### config.mk
export PLATFORM = sky130hd
export DESIGN_NAME = accel_pwr_regs
export DESIGN_NICKNAME = d
export VERILOG_FILES = /design/src/rtl/accel_pwr_pkg.sv /design/src/rtl/accel_pwr_rst_sync.sv /design/src/rtl/accel_pwr_ctrl_reg.sv /design/src/rtl/accel_pwr_sts_reg.sv /design/src/rtl/accel_pwr_rd_mux.sv /design/src/rtl/accel_pwr_regs.sv
export SDC_FILE = /design/constraint.sdc
export NUM_CORES = 1
export LEC_CHECK = 0
export ABC_AREA = 1
export BUFFER_PORTS_ARGS = -buffer_cell sky130_fd_sc_hd__buf_2
export CAP_MARGIN = 20
export CORE_MARGIN = 4
export CORE_UTILIZATION = 30
export CTS_BUF_LIST = sky130_fd_sc_hd__clkbuf_16
export DETAILED_ROUTE_END_ITERATION = 8
export PLACE_DENSITY_LB_ADDON = 0.3
export SETUP_SLACK_MARGIN = 0.02
export SYNTH_ARGS = -nofsm -noshare
export SYNTH_HDL_FRONTEND = slang
export SYNTH_SLANG_ARGS = --single-unit
### constraint.sdc
create_clock -name clk -period 0.8 [get_ports clk]
set_input_delay 0.16 -clock clk [delete_from_list [all_inputs] [get_ports clk]]
set_output_delay 0.16 -clock clk [all_outputs]
set_load 0.02 [all_outputs]
### src/rtl/accel_pwr_pkg.sv
package accel_pwr_pkg;
  // Bit positions software decodes; these stay fixed.
  localparam int CTRL_LAT_BIT = 2;
  localparam int CTRL_ACK_BIT = 4;
  localparam int STS_PWR_LSB  = 8;
  localparam int STS_EVT_LSB  = 12;
  // Event flag g tracks throttle level g+1.
  localparam int NUM_EVT      = 2;
endpackage

### src/rtl/accel_pwr_rst_sync.sv
module accel_pwr_rst_sync #(
  parameter int STAGES = 2
) (
  input  logic clk,
  input  logic rst_async_n,
  output logic rst_sync_n
);
  logic [STAGES-1:0] sync_q;
  logic [STAGES-1:0] sync_d;

  always_comb sync_d = {sync_q[STAGES-2:0], 1'b1};

  always_ff @(posedge clk or negedge rst_async_n) begin
    if (!rst_async_n) sync_q <= '0;
    else              sync_q <= sync_d;
  end

  assign rst_sync_n = sync_q[STAGES-1];
endmodule

### src/rtl/accel_pwr_ctrl_reg.sv
module accel_pwr_ctrl_reg (
  input  logic clk,
  input  logic rst_n,
  input  logic wr_hit,
  input  logic lat_wr_bit,
  input  logic ack_in,
  output logic lat_q,
  output logic ack_q
);
  logic lat_en;
  logic lat_d;
  logic ack_d;

  always_comb begin
    lat_en = wr_hit;
    lat_d  = lat_wr_bit;
    ack_d  = ack_in;
  end

  always_ff @(posedge clk or negedge rst_n) begin
    if (!rst_n) begin
      lat_q <= 1'b0;
      ack_q <= 1'b0;
    end else begin
      if (lat_en) lat_q <= lat_d;
      ack_q <= ack_d;
    end
  end

  assert_lat_hold_R2: assert property (@(posedge clk) disable iff (!rst_n)
    !wr_hit |=> $stable(lat_q));
  assert_lat_load_R2: assert property (@(posedge clk) disable iff (!rst_n)
    wr_hit |=> lat_q == $past(lat_wr_bit));
  assert_ack_follow_R3: assert property (@(posedge clk) disable iff (!rst_n)
    1'b1 |=> ack_q == $past(ack_in));
endmodule

### src/rtl/accel_pwr_sts_reg.sv
module accel_pwr_sts_reg #(
  parameter int PS_W    = 4,
  parameter int NUM_EVT = 2
) (
  input  logic               clk,
  input  logic               rst_n,
  input  logic [PS_W-1:0]    pwr_in,
  input  logic               wr_hit,
  input  logic [NUM_EVT-1:0] clr_bits,
  output logic [PS_W-1:0]    pwr_q,
  output logic [NUM_EVT-1:0] evt_q
);
  logic [PS_W-1:0]    pwr_d;
  logic [NUM_EVT-1:0] set_w;
  logic [NUM_EVT-1:0] clr_w;
  logic [NUM_EVT-1:0] evt_d;

  always_comb pwr_d = pwr_in;

  for (genvar g = 0; g < NUM_EVT; g++) begin : g_evt
    localparam logic [PS_W-1:0] LVL = PS_W'(g + 1);
    assign set_w[g] = (pwr_in == LVL);
    assign clr_w[g] = wr_hit & clr_bits[g];
    // Set has priority over a write-1 clear.
    assign evt_d[g] = set_w[g] | (evt_q[g] & ~clr_w[g]);

    // g=0 covers R5, g=1 covers R6
    assert_evt_set_R5: assert property (@(posedge clk) disable iff (!rst_n)
      set_w[g] |=> evt_q[g]);
    assert_evt_sticky_R6: assert property (@(posedge clk) disable iff (!rst_n)
      evt_q[g] && !clr_w[g] |=> evt_q[g]);
    assert_evt_clr_R7: assert property (@(posedge clk) disable iff (!rst_n)
      clr_w[g] && !set_w[g] |=> !evt_q[g]);
    assert_set_wins_R8: assert property (@(posedge clk) disable iff (!rst_n)
      set_w[g] && clr_w[g] |=> evt_q[g]);
  end

  always_ff @(posedge clk or negedge rst_n) begin
    if (!rst_n) begin
      pwr_q <= '0;
      evt_q <= '0;
    end else begin
      pwr_q <= pwr_d;
      evt_q <= evt_d;
    end
  end

  assert_pwr_mirror_R4: assert property (@(posedge clk) disable iff (!rst_n)
    1'b1 |=> pwr_q == $past(pwr_in));
endmodule

### src/rtl/accel_pwr_rd_mux.sv
module accel_pwr_rd_mux
  import accel_pwr_pkg::*;
#(
  parameter int DATA_W  = 64,
  parameter int PS_W    = 4,
  parameter int NEVT    = 2
) (
  input  logic              clk,
  input  logic              rst_n,
  input  logic              rd_en,
  input  logic              ctrl_hit,
  input  logic              sts_hit,
  input  logic              lat,
  input  logic              ack,
  input  logic [PS_W-1:0]   pwr,
  input  logic [NEVT-1:0]   evt,
  output logic [DATA_W-1:0] rd_q
);
  logic [DATA_W-1:0] ctrl_word;
  logic [DATA_W-1:0] sts_word;
  logic [DATA_W-1:0] rd_d;
  logic              rd_ce;

  always_comb begin
    ctrl_word = '0;
    ctrl_word[CTRL_LAT_BIT] = lat;
    ctrl_word[CTRL_ACK_BIT] = ack;
    sts_word = '0;
    sts_word[STS_PWR_LSB +: PS_W] = pwr;
    sts_word[STS_EVT_LSB +: NEVT] = evt;
    rd_ce = rd_en;
    if (ctrl_hit)     rd_d = ctrl_word;
    else if (sts_hit) rd_d = sts_word;
    else              rd_d = '0;
  end

  always_ff @(posedge clk or negedge rst_n) begin
    if (!rst_n)     rd_q <= '0;
    else if (rd_ce) rd_q <= rd_d;
  end

  assert_rd_hold_R9: assert property (@(posedge clk) disable iff (!rst_n)
    !rd_en |=> $stable(rd_q));
  assert_rd_unmapped_R10: assert property (@(posedge clk) disable iff (!rst_n)
    rd_en && !ctrl_hit && !sts_hit |=> rd_q == '0);
  assert_rd_ctrl_R2: assert property (@(posedge clk) disable iff (!rst_n)
    rd_en && ctrl_hit |=> rd_q[CTRL_LAT_BIT] == $past(lat));
endmodule

### src/rtl/accel_pwr_regs.sv
module accel_pwr_regs
  import accel_pwr_pkg::*;
#(
  parameter int              ADDR_W     = 8,
  parameter int              DATA_W     = 64,
  parameter int              PS_W       = 4,
  parameter int              RST_STAGES = 2,
  parameter logic [ADDR_W-1:0] CTRL_OFS = ADDR_W'(8'h38),
  parameter logic [ADDR_W-1:0] STS_OFS  = ADDR_W'(8'h40)
) (
  input  logic              clk,
  input  logic              rst_n,
  input  logic [ADDR_W-1:0] reg_addr,
  input  logic              reg_wr_en,
  input  logic [DATA_W-1:0] reg_wr_data,
  input  logic              reg_rd_en,
  output logic [DATA_W-1:0] reg_rd_data,
  input  logic [PS_W-1:0]   pwr_state_in,
  input  logic              rst_ack_in,
  output logic              lat_tol_out
);
  logic               rst_int_n;
  logic               ctrl_hit;
  logic               sts_hit;
  logic               lat_q;
  logic               ack_q;
  logic [PS_W-1:0]    pwr_q;
  logic [NUM_EVT-1:0] evt_q;
  logic               unused_wr_bits;

  assign ctrl_hit       = (reg_addr == CTRL_OFS);
  assign sts_hit        = (reg_addr == STS_OFS);
  assign unused_wr_bits = ^reg_wr_data;

  accel_pwr_rst_sync #(.STAGES(RST_STAGES)) rst_sync_i (
    .clk         (clk),
    .rst_async_n (rst_n),
    .rst_sync_n  (rst_int_n)
  );

  accel_pwr_ctrl_reg ctrl_i (
    .clk        (clk),
    .rst_n      (rst_int_n),
    .wr_hit     (reg_wr_en & ctrl_hit),
    .lat_wr_bit (reg_wr_data[CTRL_LAT_BIT]),
    .ack_in     (rst_ack_in),
    .lat_q      (lat_q),
    .ack_q      (ack_q)
  );

  accel_pwr_sts_reg #(.PS_W(PS_W), .NUM_EVT(NUM_EVT)) sts_i (
    .clk      (clk),
    .rst_n    (rst_int_n),
    .pwr_in   (pwr_state_in),
    .wr_hit   (reg_wr_en & sts_hit),
    .clr_bits (reg_wr_data[STS_EVT_LSB +: NUM_EVT]),
    .pwr_q    (pwr_q),
    .evt_q    (evt_q)
  );

  accel_pwr_rd_mux #(.DATA_W(DATA_W), .PS_W(PS_W), .NEVT(NUM_EVT)) rd_i (
    .clk      (clk),
    .rst_n    (rst_int_n),
    .rd_en    (reg_rd_en),
    .ctrl_hit (ctrl_hit),
    .sts_hit  (sts_hit),
    .lat      (lat_q),
    .ack      (ack_q),
    .pwr      (pwr_q),
    .evt      (evt_q),
    .rd_q     (reg_rd_data)
  );

  assign lat_tol_out = lat_q;

  assert_unmapped_wr_R10: assert property (@(posedge clk) disable iff (!rst_int_n)
    reg_wr_en && !ctrl_hit |=> $stable(lat_tol_out));
endmodule

# Word-level counts from Yosys, hierarchy flattened
# Cells that the tools add are included.
# word_totals
romBits	0
latchBits	0
mem_bits_rw	0
register_bits	74
memories	0
elab_cells	22
# op_classes
mux	2
n_lt_le_gt_ge	0
shifts	0
n_addsub	0
multipliers	0
div_mod_pow	0
n_eq_ne	4
bitwise	10
n_reduce_logical	0
# op_table
operator	count
14-bit 2-to-1 mux	2
8-bit by 6-bit equality test with 1-bit output, second input constant	1
8-bit by 7-bit equality test with 1-bit output, second input constant	1
1-bit bitwise AND	6
4-bit by 1-bit equality test with 1-bit output, second input constant	1
4-bit by 2-bit equality test with 1-bit output, second input constant	1
1-bit NOT	2
1-bit OR	2

# Longest topological paths before layout
# Gate-level depths: netlist (run 1).
# logic_depth
depth_word	6
ltp_mapped	7
ltp_nobuf	7

# Modules after synthesis
# Synthesis (run 1) repeated with hierarchy kept, for this count alone.
# unflattened
cells_unflattened	159
hier_area_um2	1212.4
# by_module_without_submodules
mod	seq_area_each_um2	cells_each	area_each_um2	instances
accel_pwr_rd_mux	200.2	105	792.0	1
accel_pwr_sts_reg	150.1	19	201.4	1
accel_pwr_regs	0.0	26	100.1	1
accel_pwr_ctrl_reg	50.0	6	65.1	1
accel_pwr_rst_sync	50.0	3	53.8	1

# Least setup slack after synthesis (run 1)
# No wires, ideal clock.
# synth_path
path_kind	in2reg
from	input port reg_addr[1]
to	register sts_i.evt_q[0]
n_path_buf	0
path_slack_ns	0.010
required_ns	0.684
path_stages	6
arrival_time_ns	0.674
cell_sequence	nor2_2 -> nand2_2 -> nor2_4 -> nand3_1 -> nand2_1 -> nand2_1
# synth_via
elab_chain_len	6
# synth_lines
item	line	text
start: declaration	accel_pwr_regs.sv:13	input logic [ADDR_W-1:0] reg_addr,
8-bit by 7-bit equality test with 1-bit output	accel_pwr_regs.sv:32	assign sts_hit = (reg_addr == STS_OFS);
1-bit bitwise AND	accel_pwr_regs.sv:55	.wr_hit (reg_wr_en & sts_hit),
1-bit bitwise AND	accel_pwr_sts_reg.sv:23	assign clr_w[g] = wr_hit & clr_bits[g];
1-bit NOT	accel_pwr_sts_reg.sv:25	assign evt_d[g] = set_w[g] | (evt_q[g] & ~clr_w[g]);
1-bit bitwise AND	accel_pwr_sts_reg.sv:25	
1-bit OR	accel_pwr_sts_reg.sv:25	
named net sts_i.evt_d[0]	accel_pwr_sts_reg.sv:16	logic [NUM_EVT-1:0] evt_d;
end signal: assignment	accel_pwr_sts_reg.sv:44	evt_q <= evt_d;
end: declaration	accel_pwr_sts_reg.sv:11	output logic [NUM_EVT-1:0] evt_q
# The timed path passes the listed nets, and every way through them passes these cells.
# A chain may end at the register's enable or synchronous reset.

# Worst setup path after layout (run 1)
# layout_path
from	register ctrl_i.lat_q
to	output port lat_tol_out
# layout_lines
item	line	text
start: declaration	accel_pwr_ctrl_reg.sv:7	output logic lat_q,
start signal: assignment	accel_pwr_ctrl_reg.sv:25	if (lat_en) lat_q <= lat_d;
end: declaration	accel_pwr_regs.sv:20	output logic lat_tol_out
# No word-level cell between the ends.

==> results of run 1 <==
## path summary, 6_finish.rpt
| check | to | slack, ns |
|---|---|---|
| min reg2reg | ctrl_i.ack_q | 0.17 |
| max in group asynchronous | rd_i.rd_q[9] | 0.45 |
| max reg2reg | rd_i.rd_q[9] | -0.01 |
| max | lat_tol_out | -0.13 |
| min in group asynchronous | ctrl_i.ack_q | 0.17 |
| min | ctrl_i.ack_q | 0.02 |
## cell families (layout without fill, tap and decap cells)
family,Yosys count,count (layout),synth area share [%]
other cells,2,57,0.671
buf+inv,61,47,39.3
simple gates,49,49,19.8
flops,18,18,40.2
## final cells by class
cell class              instances  area (um^2)
clock buffers                   3         75.1
fillers                       372         2120
inverters                       4         15.0
multi-input cells             106          445
flip-flops and latches         18          450
well taps                      46         57.6
repair buffers                 40          309
## placed cells by master, fill, tap and decap left out, types with 2 or more instances in the layout
master,count
clkbuf_16,3
dfrtp_1,18
buf_4,8
inv_1,4
nor2_1,4
nand2_1,25
conb_1,57
buf_2,19
nor2_4,2
buf_6,11
nand3_1,13
nor2_2,3
## state kept, by name, summed over array words and instances, names as in the netlist
signal             count
ctrl_i.ack_q           1
rd_i.rd_q              8
sts_i.pwr_q            4
rst_sync_i.sync_q      2
sts_i.evt_q            2
ctrl_i.lat_q           1
## timing repair
| action | CTS | global route |
|---|---|---|
| pin swaps | 0 | 4 |
| hold buffers | 1 | 0 |
| buffers inserted | 7 | 3 |
| hold endpoints to repair | 2 | 0 |
| resized for setup | 18 | 4 |
| setup endpoints to repair | 9 | 13 |
## report_power, final
group	switching, uW	internal, uW	leakage, uW
clock	300	655	0.0000370
sequential	11.2	941	0.000225
combinational	313	65.6	0.000514
## per-stage QoR
stage	instances	TNS (ns)	hold WS, ns
2_1_floorplan	185	0	-0.136
3_3_place_gp	204	-1.35	-0.0527
3_5_place_dp	204	-1.43	-0.0513
4_1_cts	215	-1.18	0.0215
5_1_grt	217	-1.41	0.0204
6_report	217	-1.12	0.0236
## metal layers
metal	vias up	global-route usage [%]	share of wire (%)
li1	368	-	-
met1	316	7.08	35
met2	48	14.1	50
met3	5	1.74	13
met4	0	5.21	2.6
met5	-	0	0
==> metrics, run 1 <==
clk sinks 18; CP Max Fanout 2; Final Hold Viols 0; port buffer count 28; grt total ovfl 0; Seq/Total Area, Yosys 40.2%; core area 3470 um^2; WHS Path Cells 1; vias in the first global route 692; start point of the worst hold path rst_ack_in; First-pass DRT Iterations 4; Syn Area/Cell 8.61 um^2; Max-cap violations 0; WP depth 1; CP startpoint kind register; CTS tree built; maximum VDD drop 774 uV; reg-to-reg startpoint rd_i.rd_q[9]; Slew Limit Fails 0; violated checks negative setup slack; initial core utilization 32.3%; Worst Hold Class in2reg; die height 69.1 um; synthesized cell area 1120 um^2; synth top area cells dfrtp_1 (40%), buf_4 (38%), nand2_1 (8.4%), nand3_1 (6.3%), nor2_2 (2.2%); post-route setup slack -0.132 ns; unrepaired setup endpoints after global routing yes; slowest stage cell, crit path dfrtp_1; leakage 0.000776 uW; count leader, synth buf_4; die area 4770 um^2; Yosys top cell by area dfrtp_1; Largest stage delay, worst path 0.39 ns; fin nets 254; clock-pin slew on the worst setup and hold paths 0.05 ns; Req. time, crit path 0.64 ns; worst-path cell chain buf_6; Core Rows 21; GRT Total Usage 7.52%; Final Critical Period 0.932 ns; WL final 1820 um; final core occ 39.0%; Design Area, Final 1350 um^2; Avg WL per Cell 8.41 um; PwrDens 1690 nW/um^2; initial antenna violation count 0; H-tree depth 1; first-pass GRT wire length 2910 um; critical path class reg2out; fraction of layout cells with a size suffix above 1 28.7%; Post-Place Worst Slack -0.157 ns; die width 69.1 um; io pins 146; Routed Antenna Nets 0; antenna diode count 0; synth warn 0; #FFs+latches synth 18; pin count of the biggest net entering global routing 17; worst path bufs/invs 1; EDFF count, synth 0; Clock Skew 0.00225 ns; Netlist cell types 11; top cell type's share of synthesized area 40.2%; via/cell ratio 3.40; Setup crit start ctrl_i.lat_q; CTS root buffer clkbuf_16; # DRC 0; Final Setup Violations 11; delay-heaviest family, CP flip-flops; top post-synthesis cells by count buf_4 (56), nand2_1 (25), dfrtp_1 (18); fin crit share 117%; outcome complete, but fails checks; 1st-iter DRT viols 14; clock tree buffer depth 2; Area growth, synth to finish 20.8%; Final GP Congestion 0.698; Main synth FF type dfrtp_1; asr flop ratio synth 100%; Clk Latency, worst-skew pair 0.25 ns; DP HPWL 1570 um; total power 2290 uW; worst r2r path cells 4; Post-Synthesis Cells 130; DP Area 1130 um^2; Via Count 737; CP arrival 0.77 ns; Peak Freq 1070 MHz; cts bufs inserted 3; Setup crit end kind output pin
Note: power is estimated with default switching activity, not from simulation.
==> run 2, diff against run 1 <==
--- a/config.mk
+++ b/config.mk
@@ -6,12 +6,13 @@
 export NUM_CORES = 1
 export LEC_CHECK = 0
 export ABC_AREA = 1
-export BUFFER_PORTS_ARGS = -buffer_cell sky130_fd_sc_hd__buf_2
 export CAP_MARGIN = 20
 export CORE_MARGIN = 4
 export CORE_UTILIZATION = 30
 export CTS_BUF_LIST = sky130_fd_sc_hd__clkbuf_16
 export DETAILED_ROUTE_END_ITERATION = 8
+export DONT_BUFFER_PORTS = 1
+export MAX_ROUTING_LAYER = met4
 export PLACE_DENSITY_LB_ADDON = 0.3
 export SETUP_SLACK_MARGIN = 0.02
 export SYNTH_ARGS = -nofsm -noshare
==> run 2 against run 1 <==
Net effect:
- the flow still finishes with violations (negative setup slack)
- wire length down 4.7%
- combinational power down 11%
- largest power group unchanged
- largest cell class unchanged
- via count decreased by 4.7%
- clock-buffer cell count is the same
- cell area increased by 1.3%
- die area is the same
- first-iteration DRC count fell by 50%
- total power down 0.85%
- setup slack lost 0.030 ns
- register-to-register slack better by 0.03 ns
- non-clock buffer count is 15 lower
==> metrics, run 2 (same netlist as run 1, synthesis figures left out) <==
outcome complete, but fails checks; violated checks negative setup slack; PwrDens 1650 nW/um^2 (-2.1%); H-tree depth 1 (unchanged); Logic pwr share 15.0% (-1.6 points); Clock Skew 0.00130 ns (-0.000955 ns); Final Critical Period 0.962 ns (+0.0295 ns); first-pass GRT wire length 2940 um (+0.96%); Fillers 361 (-3.0%); Area growth, synth to finish 22.3%; antenna diode count 0 (unchanged); Max-cap violations 0 (unchanged); initial core utilization 32.3% (unchanged); pin count of the biggest net entering global routing 17 (unchanged); core area 3470 um^2 (unchanged); Sw Ratio 26.8% (-0.46 points); Int Pwr 1660 uW (-0.22%); io pins 146 (unchanged); Multi-input gate area 438 um^2 (-1.7%); Hold Slack 0.0521 ns (+0.0286 ns); Routed Antenna Nets 0 (unchanged); CTS root buffer clkbuf_16; maximum VDD drop 1010 uV (+31%); die height 69.1 um (unchanged); via/cell ratio 3.46 (+1.8%); die width 69.1 um (unchanged); fin crit share 120% (+3.7 points); Via Count 702 (-4.7%); fraction of layout cells with a size suffix above 1 18.5% (-10 points); First-pass DRT Iterations 4 (unchanged); fin nets 239 (-5.9%); Final Hold Viols 0 (unchanged); GRT Total Usage 7.79% (+0.27 points); switching power total 608 uW (-2.5%); total power 2270 uW (-0.85%); Worst Hold Class in2reg; Setup crit end kind output pin; CP startpoint kind register; unrepaired setup endpoints after global routing yes; Inst Count DP 185 (-9.3%); Clk Latency, worst-skew pair 0.25 ns (about the same); Core Rows 21 (unchanged); Reg power frac 42.0% (+0.4 points); DP Area 1150 um^2 (+2.4%); clock-pin slew on the worst setup and hold paths 0.05 ns (about the same); Avg WL per Cell 8.57 um (+1.9%); Peak Freq 1040 MHz (-3.1%); vias in the first global route 677 (-2.2%); final setup TNS -1.40 ns (-0.282 ns); Largest stage delay, worst path 0.41 ns (+0.02 ns); # DRC 0 (unchanged); clk sinks 18 (unchanged); Slew Limit Fails 0 (unchanged); worst path bufs/invs 1 (unchanged); Clock Power Share 43.0% (+1.2 points); die area 4770 um^2 (unchanged); CP Max Fanout 2 (unchanged); CP arrival 0.80 ns (+0.03 ns); worst-path cell chain buf_12; leakage 0.000735 uW (-5.3%); Req. time, crit path 0.64 ns (about the same); Design Area, Final 1370 um^2 (+1.3%); max reg flops 8 (unchanged); CTS tree built; most frequent cells in the layout conb_1 (57), nand2_1 (24), dfrtp_1 (18); DP HPWL 1480 um (-5.8%); port buffer count 0 (-100%); initial antenna violation count 0 (unchanged); grt total ovfl 0 (unchanged); Final GP Congestion 0.739 (+5.8%); Finished Layout Cells 203 (-6.5%); Largest regs rd_i.rd_q: 8 flops, sts_i.pwr_q: 4 flops; cts bufs inserted 3 (unchanged); post-route setup slack -0.162 ns (-0.0295 ns); clock tree buffer depth 2 (unchanged); Top reg by flops rd_i.rd_q; WL final 1740 um (-4.7%); Final Setup Violations 9 (-2); commonest non-fill, non-tap cell in the layout conb_1; critical path class reg2out; sequential cell area 450 um^2 (unchanged); slowest stage cell, crit path dfrtp_1; 1st-iter DRT viols 7 (-7); delay-heaviest family, CP flip-flops
[run 2: cell count changes in the layout (fill, tap and decap cells not counted), sizes merged]
cell	before	now
buf	39	19
clkinv	0	1
dlygate4sd3	1	6
[run 2: layout make-up]
cell class,instances,area share [%]
Sequential cell,18,32.9
Inverter,4,1.10
Multi-Input combinational cell,106,32.0
Clock inverter,1,0.274
Tap cell,46,4.20
Timing Repair Buffer,25,24.1
Clock buffer,3,5.48
[run 2: routing by layer]
layer  track usage [%]  vias to the layer above  routed length (um)
met5                 -                        -                   0
met4              5.21                        0                  46
met3              2.76                        5                 261
met2              13.0                       49                 885
met1              7.51                      310                 546
li1                  -                      338                   -
[run 2: repair_timing]
item	in CTS	in global routing
buffers inserted	8	0
hold buffers	6	0
pin swaps	0	1
endpoints found under the setup margin	9	17
cloned	0	0
resized for setup	0	5
endpoints found under the hold margin	7	0
[run 2: stage by stage]
step                      util, %  setup slack [ns]
after floorplan                 -            0.0231
after global placement       33.3           -0.0162
after detailed placement     33.3           -0.0342
after CTS                    39.0            -0.168
after global routing         39.5            -0.188
final                        39.5            -0.162
[run 2: power by group through the flow]
stage               Clock, uW  Sequential, uW  Combinational, uW
floorplan                   0             979                478
global placement            0             967                301
detailed placement          0             968                303
CTS                      1000             952                334
global route             1040             955                369
finish                    975             953                339
[run 2: worst paths after layout]
path,start,endpoint,slack [ns],cells past startpoint
worst max-delay path,rd_i.rd_q[11],reg_rd_data[11],-0.16,1
worst min-delay path,reg_rd_en,rd_i.rd_q[10],0.05,2
min in group asynchronous,rst_n,rst_sync_i.sync_q[0],0.14,1
max in group asynchronous,rst_sync_i.sync_q[1],rd_i.rd_q[9],0.45,1
worst max register to register,ctrl_i.lat_q,rd_i.rd_q[2],0.02,3
worst min register to register,rst_sync_i.sync_q[1],ctrl_i.ack_q,0.18,1
==> run 3, diff against run 2 <==
--- a/config.mk
+++ b/config.mk
@@ -8,7 +8,7 @@
 export ABC_AREA = 1
 export CAP_MARGIN = 20
 export CORE_MARGIN = 4
-export CORE_UTILIZATION = 30
+export CORE_UTILIZATION = 40
 export CTS_BUF_LIST = sky130_fd_sc_hd__clkbuf_16
 export DETAILED_ROUTE_END_ITERATION = 8
 export DONT_BUFFER_PORTS = 1
==> run 3 against run 2 <==
Net effect:
- the run still ends with negative setup slack left
- cell count fell by 8.4%
- first-iteration DRC count grew 14%
- cell area fell by 3.0%
- core utilization grew 12 points
- sequential power hardly changed
- register-to-register slack worse by 0.13 ns
- combinational power rose by 3%
- critical path depth stayed put
- maximum frequency decreased by 0.71%
- clock power shrank 1%
- total power about the same
- critical path type unchanged
- largest cell class unchanged
==> metrics, run 3 (same netlist as run 1, synthesis figures left out) <==
via/cell ratio 3.81 (+10%); worst r2r path cells 4 (+1); cts bufs inserted 3 (unchanged); post-route setup slack -0.169 ns (-0.00687 ns); Worst Hold Class in2reg; Top reg by flops rd_i.rd_q; vias in the first global route 560 (-17%); worst path bufs/invs 1 (unchanged); first-pass GRT wire length 2390 um (-19%); # DRC 0 (unchanged); Final GP Congestion 0.694 (-6.1%); reg-to-reg setup timing slack -0.11 ns (-0.13 ns); slowest stage cell, crit path dfrtp_1; Final Hold Viols 0 (unchanged); final setup TNS -1.45 ns (-0.0446 ns); commonest non-fill, non-tap cell in the layout conb_1; maximum VDD drop 1150 uV (+14%); Core Rows 18 (-14%); DP HPWL 1550 um (+4.4%); CTS tree built; Design Area, Final 1330 um^2 (-3.0%); port buffer count 0 (unchanged); Critical R2R Capture rd_i.rd_q[2]; Final Critical Period 0.969 ns (+0.00687 ns); Via Count 709 (+1.0%); total power 2270 uW (about the same); WHS Path Cells 2 (unchanged); outcome complete, but fails checks; io pins 146 (unchanged); 1st-iter DRT viols 8 (+1); start point of the worst hold path reg_rd_en; Area growth, synth to finish 18.7%; Req. time, crit path 0.64 ns (about the same); Hold Slack 0.0556 ns (+0.00351 ns); CP arrival 0.81 ns (about the same); max reg flops 8 (unchanged); CTS root buffer clkbuf_16; Post-Place Worst Slack -0.0552 ns (-0.0210 ns); die area 3710 um^2 (-22%); clock tree buffer depth 2 (unchanged); leakage 0.000725 uW (-1.4%); Avg WL per Cell 9.78 um (+14%); delay-heaviest family, CP flip-flops; GRT Total Usage 8.84% (+1.1 points); die height 60.9 um (-12%); Max-cap violations 0 (unchanged); CP startpoint kind register; fin nets 238 (-0.42%); Peak Freq 1030 MHz (-0.71%); initial antenna violation count 0 (unchanged); Routed Antenna Nets 0 (unchanged); grt total ovfl 0 (unchanged); Largest regs rd_i.rd_q: 8 flops, sts_i.pwr_q: 4 flops; Clock Skew 0.00333 ns (+0.00203 ns); Final Setup Violations 11 (+2); PwrDens 1710 nW/um^2 (+3.2%); Hold Path Sink rd_i.rd_q[4]; die width 60.9 um (-12%); unrepaired setup endpoints after global routing yes; worst-path cell chain buf_12; H-tree depth 1 (unchanged); critical path class reg2out; Slew Limit Fails 0 (unchanged); clk sinks 18 (unchanged); Setup crit end kind output pin; initial core utilization 43.6% (+11 points); DP Area 1120 um^2 (-2.8%); Clk Latency, worst-skew pair 0.24 ns (about the same); First-pass DRT Iterations 2 (-2); pin count of the biggest net entering global routing 11 (-6); most frequent cells in the layout conb_1 (57), nand2_1 (22), dfrtp_1 (17); antenna diode count 0 (unchanged); WL final 1820 um (+4.6%); CP Max Fanout 2 (unchanged); fraction of layout cells with a size suffix above 1 19.9% (+1.4 points); clock-pin slew on the worst setup and hold paths 0.05 ns (about the same); Largest stage delay, worst path 0.42 ns (about the same); violated checks negative setup slack; core area 2570 um^2 (-26%); fin crit share 121% (+0.86 points); reg-to-reg startpoint ctrl_i.lat_q
run 3: worst register-to-register path: stages (launching register included):
cell and delay, ns:
dfrtp_1 0.42, buf_4 0.16, buf_6 0.11, nand3_1 0.07
nand2_1 0.05
run 3: report_power, final:
group / leakage, uW / internal [uW] / total, uW / switching (uW)
clock network: 0.0000385 / 662 / 963 / 301
logic: 0.000463 / 61.6 / 350 / 289
registers: 0.000224 / 940 / 955 / 14.3
total: 0.000725 / 1660 / 2270 / 604
run 3: layer usage:
layer	routed length (um)	share of wire, %	global-route usage (%)
met5	0	0	-
met4	0	0	1.86
met3	298	16	2.77
met2	935	51	15.4
met1	585	32	9.89
run 3: worst max-delay path by stage:
stage / startpoint / endpoint / slack, ns / cells past startpoint
floorplan: reg_addr[5] / sts_i.evt_q[0] / 0.02 / 6
global placement: reg_addr[1] / ctrl_i.lat_q / -0.01 / 6
detailed placement: reg_addr[1] / ctrl_i.lat_q / -0.06 / 6
CTS: ctrl_i.lat_q / lat_tol_out / -0.17 / 1
global route: ctrl_i.lat_q / lat_tol_out / -0.19 / 1
finish: ctrl_i.lat_q / lat_tol_out / -0.17 / 1
run 3: timing repair:
| item | CTS | global route |
|---|---|---|
| resized for setup | 1 | 5 |
| pin swaps | 0 | 2 |
| endpoints found under the setup margin | 9 | 13 |
| buffers inserted | 3 | 4 |
| endpoints found under the hold margin | 7 | 0 |
| hold buffers | 6 | 0 |
run 3: cell type report:
class | instances | area [um^2]
Clock buffer | 3 | 75.1
Clock inverter | 1 | 3.75
Fill cell | 233 | 1240
Inverter | 4 | 15.0
Multi-Input combinational cell | 106 | 443
Sequential cell | 18 | 452
Tap cell | 30 | 37.5
Timing Repair Buffer | 24 | 303
run 3: through the flow:
stage               instances  utilization, %
floorplan                 185               -
global placement          169            43.7
detailed placement        169            43.7
CTS                       182            50.0
global route              186            51.8
finish                    186            51.8
